--- config.mk ---
export PLATFORM = sky130hd
export DESIGN_NAME = fanpwm_top
export DESIGN_NICKNAME = d
export VERILOG_FILES = /design/src/rtl/fanpwm_pkg.sv /design/src/rtl/fanpwm_regs.sv /design/src/rtl/fanpwm_prescale.sv /design/src/rtl/fanpwm_period.sv /design/src/rtl/fanpwm_channel.sv /design/src/rtl/fanpwm_top.sv
export SDC_FILE = /design/constraint.sdc
export NUM_CORES = 1
export LEC_CHECK = 0
export BUFFER_PORTS_ARGS = -buffer_cell sky130_fd_sc_hd__buf_2
export CORE_MARGIN = 1
export CORE_UTILIZATION = 51
export CTS_BUF_LIST = sky130_fd_sc_hd__clkbuf_8 sky130_fd_sc_hd__clkbuf_16
export DETAILED_ROUTE_END_ITERATION = 10
export GPL_ROUTABILITY_DRIVEN = 0
export PLACE_DENSITY = 0.69
export SLEW_MARGIN = 10
export SYNTH_ARGS = -nofsm -noshare
export SYNTH_HDL_FRONTEND = slang
export SYNTH_SLANG_ARGS = --single-unit
--- constraint.sdc ---
create_clock -name clk -period 3.55 [get_ports clk]
set_input_delay 0.355 -clock clk [delete_from_list [all_inputs] [get_ports clk]]
set_output_delay 0.355 -clock clk [all_outputs]
set_load 0.02 [all_outputs]
--- src/rtl/fanpwm_pkg.sv ---
package fanpwm_pkg;
    localparam int DATA_W   = 8;
    localparam int ADDR_W   = 8;
    localparam int PERIOD_W = 8;

    localparam logic [ADDR_W-1:0] A_MODE  = 8'h00;
    localparam logic [ADDR_W-1:0] A_MAIN  = 8'h01;
    localparam logic [ADDR_W-1:0] A_DUTY0 = 8'h10;
    localparam logic [ADDR_W-1:0] A_FCTL0 = 8'h18;

    localparam logic [DATA_W-1:0] MAIN_MASK = 8'h77;
    localparam logic [DATA_W-1:0] FCTL_MASK = 8'h80;

    typedef enum logic [2:0] {
        CK_DIV1   = 3'd0,
        CK_DIV2   = 3'd1,
        CK_RSVD   = 3'd2,
        CK_DIV6   = 3'd3,
        CK_DIV8   = 3'd4,
        CK_DIV16  = 3'd5,
        CK_DIV32  = 3'd6,
        CK_SLOW   = 3'd7
    } clk_sel_e;
endpackage

--- src/rtl/fanpwm_regs.sv ---
module fanpwm_regs
    import fanpwm_pkg::*;
#(
    parameter int NUM_FANS = 3
) (
    input  logic                         clk,
    input  logic                         rst_n,
    input  logic                         wr_en,
    input  logic [ADDR_W-1:0]            addr,
    input  logic [DATA_W-1:0]            wr_data,
    output logic [DATA_W-1:0]            rd_data,
    output logic [DATA_W-1:0]            mode,
    output logic [NUM_FANS*DATA_W-1:0]   duty,
    output logic                         restart
);
    typedef struct packed {
        logic [DATA_W-1:0]                   mode;
        logic [DATA_W-1:0]                   main;
        logic [NUM_FANS-1:0][DATA_W-1:0]     duty;
        logic [NUM_FANS-1:0][DATA_W-1:0]     fctl;
    } regs_t;

    regs_t st_d, st_q;

    always_comb begin
        st_d = st_q;
        if (wr_en) begin
            if (addr == A_MODE) st_d.mode = wr_data;
            if (addr == A_MAIN) st_d.main = wr_data & MAIN_MASK;
            for (int i = 0; i < NUM_FANS; i++) begin
                if (addr == A_DUTY0 + ADDR_W'(i)) st_d.duty[i] = wr_data;
                if (addr == A_FCTL0 + ADDR_W'(i)) st_d.fctl[i] = wr_data & FCTL_MASK;
            end
        end
    end

    always_ff @(posedge clk or negedge rst_n) begin
        if (!rst_n) st_q <= '0;
        else        st_q <= st_d;
    end

    // A change of the clock-select code restarts the timing chain.
    assign restart = wr_en && (addr == A_MODE) && (wr_data[6:4] != st_q.mode[6:4]);

    always_comb begin
        rd_data = '0;
        if (addr == A_MODE) rd_data = st_q.mode;
        if (addr == A_MAIN) rd_data = st_q.main;
        for (int i = 0; i < NUM_FANS; i++) begin
            if (addr == A_DUTY0 + ADDR_W'(i)) rd_data = st_q.duty[i];
            if (addr == A_FCTL0 + ADDR_W'(i)) rd_data = st_q.fctl[i];
        end
    end

    assign mode = st_q.mode;
    assign duty = st_q.duty;
endmodule

--- src/rtl/fanpwm_prescale.sv ---
module fanpwm_prescale
    import fanpwm_pkg::*;
#(
    parameter int SLOW_DIV = 938
) (
    input  logic       clk,
    input  logic       rst_n,
    input  logic [2:0] sel,
    input  logic       restart,
    output logic       tick
);
    localparam int PRE_W = $clog2(SLOW_DIV);

    typedef struct packed {
        logic [PRE_W-1:0] cnt;
    } pre_t;

    pre_t st_d, st_q;
    logic [PRE_W-1:0] div_m1;

    always_comb begin
        unique case (clk_sel_e'(sel))
            CK_DIV2:  div_m1 = PRE_W'(1);
            CK_DIV6:  div_m1 = PRE_W'(5);
            CK_DIV8:  div_m1 = PRE_W'(7);
            CK_DIV16: div_m1 = PRE_W'(15);
            CK_DIV32: div_m1 = PRE_W'(31);
            CK_SLOW:  div_m1 = PRE_W'(SLOW_DIV - 1);
            default:  div_m1 = '0;
        endcase
    end

    assign tick = (st_q.cnt == div_m1);

    always_comb begin
        st_d = st_q;
        if (restart || tick) st_d.cnt = '0;
        else                 st_d.cnt = st_q.cnt + PRE_W'(1);
    end

    always_ff @(posedge clk or negedge rst_n) begin
        if (!rst_n) st_q <= '0;
        else        st_q <= st_d;
    end
endmodule

--- src/rtl/fanpwm_period.sv ---
module fanpwm_period
    import fanpwm_pkg::*;
(
    input  logic                clk,
    input  logic                rst_n,
    input  logic                tick,
    input  logic                restart,
    output logic [PERIOD_W-1:0] cnt,
    output logic                wrap
);
    typedef struct packed {
        logic [PERIOD_W-1:0] cnt;
    } per_t;

    per_t st_d, st_q;

    always_comb begin
        st_d = st_q;
        if (restart)   st_d.cnt = '0;
        else if (tick) st_d.cnt = st_q.cnt + PERIOD_W'(1);
    end

    always_ff @(posedge clk or negedge rst_n) begin
        if (!rst_n) st_q <= '0;
        else        st_q <= st_d;
    end

    assign cnt  = st_q.cnt;
    assign wrap = tick && (st_q.cnt == '1);
endmodule

--- src/rtl/fanpwm_channel.sv ---
module fanpwm_channel
    import fanpwm_pkg::*;
(
    input  logic                clk,
    input  logic                rst_n,
    input  logic [PERIOD_W-1:0] cnt,
    input  logic                wrap,
    input  logic                restart,
    input  logic [DATA_W-1:0]   duty,
    input  logic                en,
    input  logic                pol,
    output logic [DATA_W-1:0]   live,
    output logic                pwm
);
    typedef struct packed {
        logic [DATA_W-1:0] live;
        logic              out;
    } ch_t;

    ch_t st_d, st_q;

    always_comb begin
        st_d = st_q;
        // Duty is taken up only at a period boundary or a restart.
        if (restart || wrap) st_d.live = duty;
        st_d.out = (en && (cnt < st_q.live)) ? pol : ~pol;
    end

    always_ff @(posedge clk or negedge rst_n) begin
        if (!rst_n) begin
            st_q.live <= '0;
            st_q.out  <= 1'b1;
        end else begin
            st_q <= st_d;
        end
    end

    assign live = st_q.live;
    assign pwm  = st_q.out;
endmodule

--- src/rtl/fanpwm_top.sv ---
module fanpwm_top
    import fanpwm_pkg::*;
#(
    parameter int NUM_FANS = 3,
    parameter int SLOW_DIV = 938
) (
    input  logic                clk,
    input  logic                rst_n,
    input  logic                wr_en,
    input  logic [7:0]          addr,
    input  logic [7:0]          wr_data,
    output logic [7:0]          rd_data,
    output logic [NUM_FANS-1:0] fan_pwm
);
    logic [DATA_W-1:0]          mode_q;
    logic [NUM_FANS*DATA_W-1:0] duty_q;
    logic [NUM_FANS*DATA_W-1:0] live_duty;
    logic                       restart;
    logic                       tick;
    logic                       wrap;
    logic [PERIOD_W-1:0]        period_cnt;
    logic [NUM_FANS-1:0]        fan_en;
    logic                       pol_hi;

    assign fan_en = mode_q[NUM_FANS-1:0];
    assign pol_hi = mode_q[7];

    fanpwm_regs #(.NUM_FANS(NUM_FANS)) regs_i (
        .clk     (clk),
        .rst_n   (rst_n),
        .wr_en   (wr_en),
        .addr    (addr),
        .wr_data (wr_data),
        .rd_data (rd_data),
        .mode    (mode_q),
        .duty    (duty_q),
        .restart (restart)
    );

    fanpwm_prescale #(.SLOW_DIV(SLOW_DIV)) pre_i (
        .clk     (clk),
        .rst_n   (rst_n),
        .sel     (mode_q[6:4]),
        .restart (restart),
        .tick    (tick)
    );

    fanpwm_period per_i (
        .clk     (clk),
        .rst_n   (rst_n),
        .tick    (tick),
        .restart (restart),
        .cnt     (period_cnt),
        .wrap    (wrap)
    );

    for (genvar i = 0; i < NUM_FANS; i++) begin : g_ch
        fanpwm_channel ch_i (
            .clk     (clk),
            .rst_n   (rst_n),
            .cnt     (period_cnt),
            .wrap    (wrap),
            .restart (restart),
            .duty    (duty_q[i*DATA_W +: DATA_W]),
            .en      (fan_en[i]),
            .pol     (pol_hi),
            .live    (live_duty[i*DATA_W +: DATA_W]),
            .pwm     (fan_pwm[i])
        );
    end
endmodule

### Yosys cells after proc, flatten, opt, wreduce, memory -nomap -nowiden

Cells that the tools add are included.

* register bits after elaboration: 86
* input port bits: 19
* output and inout bits: 11

* $add $sub $neg: 2
* $lt $le $gt $ge: 3
* equality and inequality tests: 16
* muxes and demuxes: 15
* bitwise operators: 1
* reductions and logical operators: 18

Operator list (number)
* $mux 8: 10
* $pmux 10 s6: 1
* $eq 8x5->1 const B: 6
* $lt 8x8->1: 3
* $reduce_and 2->1: 8
* $eq 3x3->1 const B: 4
* $add 10x1->10 const B: 1
* $eq 10x10->1: 1
* $mux 10: 1
* $add 8x1->8 const B: 1
* $eq 8x1->1 const B: 1
* $eq 8x8->1 const B: 1
* $logic_not 8->1: 1
* $logic_and 1x1->1: 6
* $eq 3x1->1 const B: 1
* $eq 3x2->1 const B: 1
* $mux 1: 3
* $ne 3x3->1: 1
* $logic_or 1x1->1: 2
* $reduce_bool 2->1: 1
* $not 1->1: 1

### Depth between registers and ports, before layout

* depth in word-level cells: 9
* mapped depth: 9

### By module

Synthesis repeated with hierarchy kept, for this count alone.

* cell total of the unflattened synthesis: 435
* area, all modules: 5097.4 um2

Modules (own cells, without submodules)
* fanpwm_regs: instances 1, cells an instance 194, area an instance 2404.8 um2, sequential area each 1026.0 um2
* fanpwm_channel: instances 3, cells an instance 43, area an instance 546.8 um2, sequential area each 226.5 um2
* fanpwm_prescale: instances 1, cells an instance 73, area an instance 649.4 um2, sequential area each 250.2 um2
* fanpwm_period: instances 1, cells an instance 39, area an instance 402.9 um2, sequential area each 200.2 um2

### Least setup slack after synthesis

Ideal clock, no wire load.

* path type: input -> output
* start point: input port addr[2]
* end point: output port rd_data[7]
* arrival: 2.583 ns
* data required time: 3.195 ns
* path slack: 0.612 ns
* cell stages on the path: 6
* cells stage by stage: buf_2 or4b_2 clkbuf_1 nand2_1 a211oi_1 a2111oi_0

* longest elaborated chain between the ends: 9
* elaborated cells between the ends (all ways): 16
* those cells by class: eq/ne: 7; mux: 8; reduce/logical: 1

RTL lines
* start: declaration: line fanpwm_top.sv:10 `input logic [7:0] addr,`
* $logic_not 8->1: line fanpwm_regs.sv:47 `if (addr == A_MODE) rd_data = st_q.mode;`
* $mux 8: line fanpwm_regs.sv:47
* $mux 8: line fanpwm_regs.sv:48 `if (addr == A_MAIN) rd_data = st_q.main;`
* $mux 8: line fanpwm_regs.sv:50 `if (addr == A_DUTY0 + ADDR_W'(i)) rd_data = st_q.duty[i];`
* $mux 8: line fanpwm_regs.sv:51 `if (addr == A_FCTL0 + ADDR_W'(i)) rd_data = st_q.fctl[i];`
* $mux 8: line fanpwm_regs.sv:50
* $mux 8: line fanpwm_regs.sv:51
* $mux 8: line fanpwm_regs.sv:50
* $mux 8 *: line fanpwm_regs.sv:51
* end: declaration: line fanpwm_top.sv:12 `output logic [7:0] rd_data,`

Mark *: on every way between the ends. The rest lies on a longest branch, timed or not.

### Worst setup path in the final report

* start point: input port addr[3]
* end point: output port rd_data[2]

The elaborated chain is that of the path after synthesis.

==> impl_metrics.tcl <==
set metrics [dict create \
    finalHoldWorstSlack_ns 0.293 \
    cts_tree "built" \
    fillers 834 \
    worstPathRequired_ns 3.19 \
    port_buffers 29 \
    synth_warnings 0 \
    multi_input_area_mm2 0.00249 \
    ys_async_sr_fraction_pct 100 \
    viasPerCell 5.72 \
    cts.htree.levels 3 \
    netlist_area_mm2 0.00489 \
    fp-row-count 35 \
    critPathArrivalTime_ns 2.30 \
    final_layout_size_suffix_gt1_share_pct 26.5 \
    utilization_pct 58.2 \
    grt_pass1_wl_um 17500 \
    grt_max_degree 87 \
    layout_common_cells "dfrtp_1 (83), mux2_2 (43), inv_1 (30)" \
    yosysSeqAreaShare_pct 44.1 \
    synth_area_per_cell_um2 11.0 \
    synth_seq_cells 86 \
    die_w_um 99.9 \
    power_density_mw_per_mm2 541 \
    max-cap-violations 0 \
    drt_iter0_drc 222 \
    synth_ff_type "dfrtp_1" \
    cp_max_fo 12 \
    first_global_vias 3284 \
    synth_cells 446 \
    layout_worst_path_cycle_share_pct 74.8 \
    end_kind "primary output" \
    drtPass1Iterations 4 \
    final_area_mm2 0.00541 \
    diodes 0 \
    setup_viol 0 \
    worstSetupPathType "input pin to primary output" \
    wl_per_cell_um 17.4 \
    start_kind "input pin" \
    hold_path_class "input pin to flip-flop" \
    cts_buffers 9 \
    dieArea_mm2 0.00999 \
    final_common_cell "dfrtp_1" \
    rsz0062_at_grt "false" \
    drt_wl_total_um 10500 \
    num-nets-final 513 \
    report.final.slew_viol_count 0 \
    initial_core_util_pct 52.7 \
    cts_sinks 86 \
    slew_headroom_pct 45.3 \
    core_area_mm2 0.00928 \
    fmax_mhz 376 \
    die_h_um 99.9 \
    clkTransAtPathRegs_ns 0.09 \
    grt_use_total_pct 22.7 \
    ys_types 56 \
    setup_tns_ns 0 \
    regArea_mm2 0.00216 \
    clk_latency_ns 0.35 \
    synth_nets 488 \
    clock_skew_ns 0.0124 \
    place_area_mm2 0.00512 \
    cts_resized 0 \
    tightest_slew_ns 0.817 \
    area_delta_synth_final_pct 10.5 \
    drc_errors 0 \
    cts_max_path_buffers 2 \
    status "finished, final reports clean" \
    via_count 3459 \
    fin_crit_ns 2.66 \
    grt_antenna_before_repair 0 \
    synth_edf_count 0 \
    peakVddDrop_uv 324 \
    hold_violations 0 \
    ioPinCount 30 \
    ant_nets 0 \
    root_buffer "clkbuf_8" \
    power.leakage_uw 0.00255 \
    hpwl_um 7440 \
    grt.overflow.total 0 \
]
power by group:
| part | total [uW] | switching [uW] | internal, uW |
|---|---|---|---|
| clock | 842 | 357 | 486 |
| combinational | 802 | 434 | 368 |
| sequential | 1280 | 181 | 1100 |
critical path, cell delays in order:
cell and delay [ns]:
buf_2 0.17, or4b_2 0.84, nor2_1 0.36, o2bb2ai_1 0.18, a22oi_1 0.09, nor2_1 0.13, buf_2 0.18
layer usage:
metal | global-route usage, % | part of all wire (%)
met5 | 0 | 0
met4 | 6.79 | 0.88
met3 | 2.72 | 2.7
met2 | 33.5 | 45
met1 | 34.8 | 52
path summary, 6_finish.rpt:
kind	from	slack, ns	to	cells past startpoint
max	addr[3]	0.89	rd_data[2]	7
min	wr_data[3]	0.29	regs_i.duty[19]	2
max reg2reg	regs_i.mode[6]	0.92	g_ch[1].ch_i.live[2]	7
min reg2reg	regs_i.st_q[7]	0.51	regs_i.st_q[7]	1
max in group asynchronous	rst_n	2.46	g_ch[1].ch_i.pwm	3
min in group asynchronous	rst_n	0.43	regs_i.duty[20]	2
flip-flops by register name, indices dropped and copies added (netlist names):
name            count
regs_i.mode         8
pre_i.st_q         10
per_i.cnt           8
regs_i.st_q         9
g_ch.ch_i.live     24
regs_i.duty        24
g_ch.ch_i.pwm       3
cells in the mapped netlist, types with 3 or more instances:
cell type | count | share of area, %
o21a_1 | 5 | 0.77
xnor2_1 | 5 | 0.90
a22oi_1 | 4 | 0.61
a22o_1 | 6 | 1.1
or4_1 | 5 | 0.77
nor4_1 | 3 | 0.38
mux2_2 | 43 | 9.9
nor3_1 | 5 | 0.51
inv_1 | 29 | 2.2
ha_1 | 23 | 5.9
o21ai_0 | 12 | 1.2
nand2b_1 | 6 | 0.77
or3_1 | 9 | 1.2
mux2_4 | 20 | 6.1
o2bb2ai_1 | 3 | 0.54
a21o_1 | 15 | 2.3
nor2_1 | 26 | 2.0
o31ai_1 | 5 | 0.77
buf_4 | 3 | 0.46
buf_6 | 4 | 0.92
clkbuf_1 | 14 | 1.1
a311oi_1 | 4 | 0.72
a211oi_1 | 5 | 0.77
dfrtp_1 | 83 | 42
dfstp_2 | 3 | 1.6
nand2_1 | 14 | 1.1
a21oi_1 | 21 | 2.1
xor2_1 | 7 | 1.3
a2bb2oi_1 | 6 | 1.1
and3_1 | 9 | 1.2
nand3_1 | 17 | 1.7
a211o_1 | 3 | 0.54
cells by family after synthesis:
| kind of cell | synth area share [%] |
|---|---|
| buf+inv | 4.96 |
| compound gates | 13.7 |
| simple gates | 12.8 |
| mux | 16.4 |
| xor+xnor | 2.15 |
| fa+ha+maj | 5.88 |
| flops | 44.1 |
what timing repair did:
item,CTS,global route
setup buffers,0,0
hold buffers,0,1
hold endpoints to repair,0,18
cell type report:
cell class | instances | share of cell area, %
multi-input cells | 307 | 46.1
clock inverters | 6 | 2.04
repair buffers | 38 | 4.40
well taps | 129 | 2.99
clock buffers | 10 | 2.55
flip-flops and latches | 86 | 39.9
inverters | 29 | 2.01
metrics by stage:
stage	total power, uW	worst slack [ns]	instances
final	2920	0.893	605
after global routing	3120	0.732	605
after CTS	2930	0.908	603
after detailed placement	2080	0.908	587
after global placement	2040	0.936	587
after floorplan	1860	0.612	446
Power figures use the tool's default switching activity.
